`src/rtl/inv3_pkg.sv`:
```
// Package: shared types for the inverter voltage model.
// Assumes legs are always three (a, b, c), two switches each.
package inv3_pkg;
    localparam int NLEG  = 3;
    localparam int NGATE = 2 * NLEG;

    // Leg conduction state, bit1 = top switch, bit0 = bottom switch.
    typedef enum logic [1:0] {
        LEG_OFF   = 2'b00,
        LEG_LOW   = 2'b01,
        LEG_HIGH  = 2'b10,
        LEG_SHORT = 2'b11
    } leg_state_e;
endpackage

```
`src/rtl/inv3_leg_node.sv`:
```
// One half bridge: node voltage from gate pair, DC link and phase current.
// Fixed point with FRAC fractional bits; positive current leaves the node.
// No interlock: both switches on gives a defined midpoint-minus-drop result.
module inv3_leg_node import inv3_pkg::*; #(
    parameter int                     DW    = 32,
    parameter int                     FRAC  = 16,
    parameter logic signed [DW-1:0]   RON_Q = 32'sd1966,
    parameter logic signed [DW-1:0]   VF_Q  = 32'sd52429
) (
    input  logic                 top_on,
    input  logic                 bot_on,
    input  logic signed [DW-1:0] udc,
    input  logic signed [DW-1:0] i_ph,
    output logic signed [DW-1:0] node
);
    localparam int PW = 2 * DW;

    logic signed [PW-1:0] prod;
    logic signed [DW-1:0] drop;
    logic signed [DW-1:0] half;
    leg_state_e           st;

    // Resistive drop Ron*i rescaled to the common format.
    always_comb begin
        prod = $signed({{DW{RON_Q[DW-1]}}, RON_Q}) * $signed({{DW{i_ph[DW-1]}}, i_ph});
        drop = prod[FRAC +: DW];
        half = udc >>> 1;
    end

    // Node voltage by conduction state.
    always_comb begin
        st = leg_state_e'({top_on, bot_on});
        unique case (st)
            LEG_HIGH:  node = udc - drop;
            LEG_LOW:   node = -drop;
            LEG_SHORT: node = half - drop;
            default: begin
                if (i_ph > 0)      node = -VF_Q;
                else if (i_ph < 0) node = udc + VF_Q;
                else               node = half;
            end
        endcase
    end
endmodule

```
`config.mk`:
```
export PLATFORM = sky130hd
export DESIGN_NAME = inv3_leg_node
export DESIGN_NICKNAME = d
export VERILOG_FILES = /design/src/rtl/inv3_pkg.sv /design/src/rtl/inv3_leg_node.sv
export SDC_FILE = /design/constraint.sdc
export NUM_CORES = 1
export LEC_CHECK = 0
export ABC_CLOCK_PERIOD_IN_PS = 9250
export BUFFER_PORTS_ARGS = -buffer_cell sky130_fd_sc_hd__buf_4
export CAP_MARGIN = 10
export CELL_PAD_IN_SITES_DETAIL_PLACEMENT = 2
export CELL_PAD_IN_SITES_GLOBAL_PLACEMENT = 2
export CORE_UTILIZATION = 39
export DETAILED_ROUTE_END_ITERATION = 8
export PLACE_DENSITY_LB_ADDON = 0.1
export SYNTH_ARGS = -nofsm -noshare
export SYNTH_HDL_FRONTEND = slang
export SYNTH_SLANG_ARGS = --single-unit
```
`constraint.sdc`:
```
create_clock -name vclk -period 9.25
set_input_delay 0.4625 -clock vclk [all_inputs]
set_output_delay 0.4625 -clock vclk [all_outputs]
set_load 0.1 [all_outputs]
```
==> qor.txt <==
Final WL = 40,500 um
Finished Cell Area = 13,500 um^2
Share of cells above drive strength 1 = 12.4%
Area occupied by multi-input gates = 11,000 um^2
IO Port Bufs = 98
Final WS setup = 0.458 ns
Final ANT Viol Nets = 0
Slew headroom = 34.8%
Worst Setup End Kind = primary output
DP Worst Slack = -0.00322 ns
Inst Count DP = 1,928
Initial antenna violation count = 0
Commonest non-fill, non-tap cell in the layout = inv_1
Hold/Removal Path Class = input pin to primary output
Final Non-Filler Cells = 1,928
First-pass DRT Iterations = 8
Highest-delay cell along the critical path = fa_1
Average cell area after synthesis = 8.42 um^2
Cell Area, Synth = 12,300 um^2
Core area = 30,700 um^2
Ys Warns = 0
DP HPWL = 36,300 um
Via count = 10,673
Clock buffers = 0
Mapped Cells = 1,457
Fill cells = 3,506
IO Count = 98
Final period utilization = 95.0%
Die Area = 32,200 um^2
Fin. max-slew vios = 0
Residual DRC = 6
Tmin final = 8.79 ns
Most frequent cells in the layout = inv_1 (306), ha_1 (192), fa_1 (175), buf_4 (107), a21oi_1 (84)
NumNets Final = 1,967
WL per Instance = 21.0 um
Grt total ovfl = 0
Initial DRC count = 325
Vias in the first global route = 12,338
Startpoint type of the worst setup path = input pin
Violated checks = DRC
Max FO, Critical Path = 7
Fmax = 114 MHz
Setup CP Type = input pin to primary output
Max_cap viols = 0
Endpoints failing setup = 0
Critical path required time = 8.79 ns
Cell taking the most area after synthesis = fa_1
DP Area = 13,400 um^2
RSZ-0062 raised after global routing = no
Cell Rows = 64
Final hold vios = 0
Crit path buf inv count = 6
Die Y-Extent = 179 um
Initial core utilization = 39.9%
Die X = 179 um
FFs & Latches = 0
Avg Vias per Cell = 5.54
Sequential area share after synthesis = 0%
Area share of the largest cell type after synthesis = 28.6%
Yosys cell types = 86
Number of diodes = 0
# hold bufs at CTS = 0
Worst Tran Pin Value = 0.970 ns
Critical Path AT = 8.33 ns
Slowest stage delay, CP = 0.56 ns
Global-route wire length before repair = 65,300 um
Status = complete, but fails checks
Syn_nets = 1,890
GP Congestion = 0.872
Largest net degree at the start of global routing = 44
Most used cell, CP = inv_1
# Post-CTS Setup Buffers = 0
Sequential Area = 0 um^2
Util after Layout = 43.9%
Area grow syn2layout = 10.1%
Largest delay share family, worst path = adder cells
Total GRT Usage = 26.1%
Dominant cells by area after synthesis = fa_1 (29%), ha_1 (20%), inv_1 (9.4%)
[timing repair]
item,4_1_cts,5_1_grt
endpoints found under the setup margin,1,5
resized for setup,1,9
cloned,0,0
[metrics by stage]
stage | hold WS (ns) | setup TNS [ns]
6_report | 1.58 | 0
5_1_grt | 1.63 | 0
4_1_cts | 1.58 | 0
3_5_place_dp | 1.57 | -0.00322
3_3_place_gp | 1.56 | 0
2_1_floorplan | 1.38 | 0
[cell usage after synthesis, types with 4 or more instances]
cell type    n
xor2_1      48
xnor2_1     62
ha_1       192
a2111oi_0    5
o21ai_0     53
mux2_2      30
or3_1        7
nor4_1       4
nand2b_1     9
and3_1      17
inv_1      306
o21a_1       8
and2_1       7
a21oi_1     84
a21boi_0     4
a21oi_2      7
a21o_1      34
a31oi_1     12
buf_1        4
nor2_1      63
nor2b_1      9
nand2_1     73
o211ai_1     5
o221ai_1    11
clkbuf_1    23
nor3_1      21
o21bai_1     8
mux2i_1      5
or2_2        7
nand3_1     27
nand4_1     22
o21ai_1      9
fa_1       175
a211oi_1    11
buf_2        5
o311ai_0     6
[metal layers]
| metal | wire [um] | vias to the layer above | global-route usage, % | part of all wire (%) |
|---|---|---|---|---|
| met1 | 16200 | 5463 | 29.6 | 40 |
| met5 | 0 | - | 0 | 0 |
| met4 | 929 | 0 | 5.57 | 2.3 |
| li1 | - | 5025 | - | - |
| met2 | 22700 | 133 | 52.8 | 56 |
| met3 | 637 | 52 | 1.24 | 1.6 |
[tightest hold or removal path, cell delays in order]
cell and delay (ns):
buf_4 0.11, nand2_1 0.05, o311ai_0 0.10, o221ai_1 0.14, buf_4 0.25
[cell families after synthesis]
kind of cell | count (synthesis) | synth area share, %
compound gates | 310 | 17.5
xor+xnor | 115 | 8.52
buf+inv | 342 | 10.5
mux | 35 | 3.16
simple gates | 285 | 11.9
fa+ha+maj | 370 | 48.4
[path summary, 6_finish.rpt]
| path | startpoint | slack [ns] | cells past startpoint | to |
|---|---|---|---|---|
| max | i_ph[2] | 0.46 | 31 | node[30] |
| min | udc[0] | 1.58 | 5 | node[0] |
[layout make-up]
| cell class | instances | share of cell area (%) |
|---|---|---|
| inverters | 309 | 8.60 |
| well taps | 396 | 3.67 |
| repair buffers | 108 | 6.03 |
| multi-input cells | 1115 | 81.7 |
Power is not shown: default switching activity piles up to over one toggle a cycle in this logic, so the estimate is an artifact.
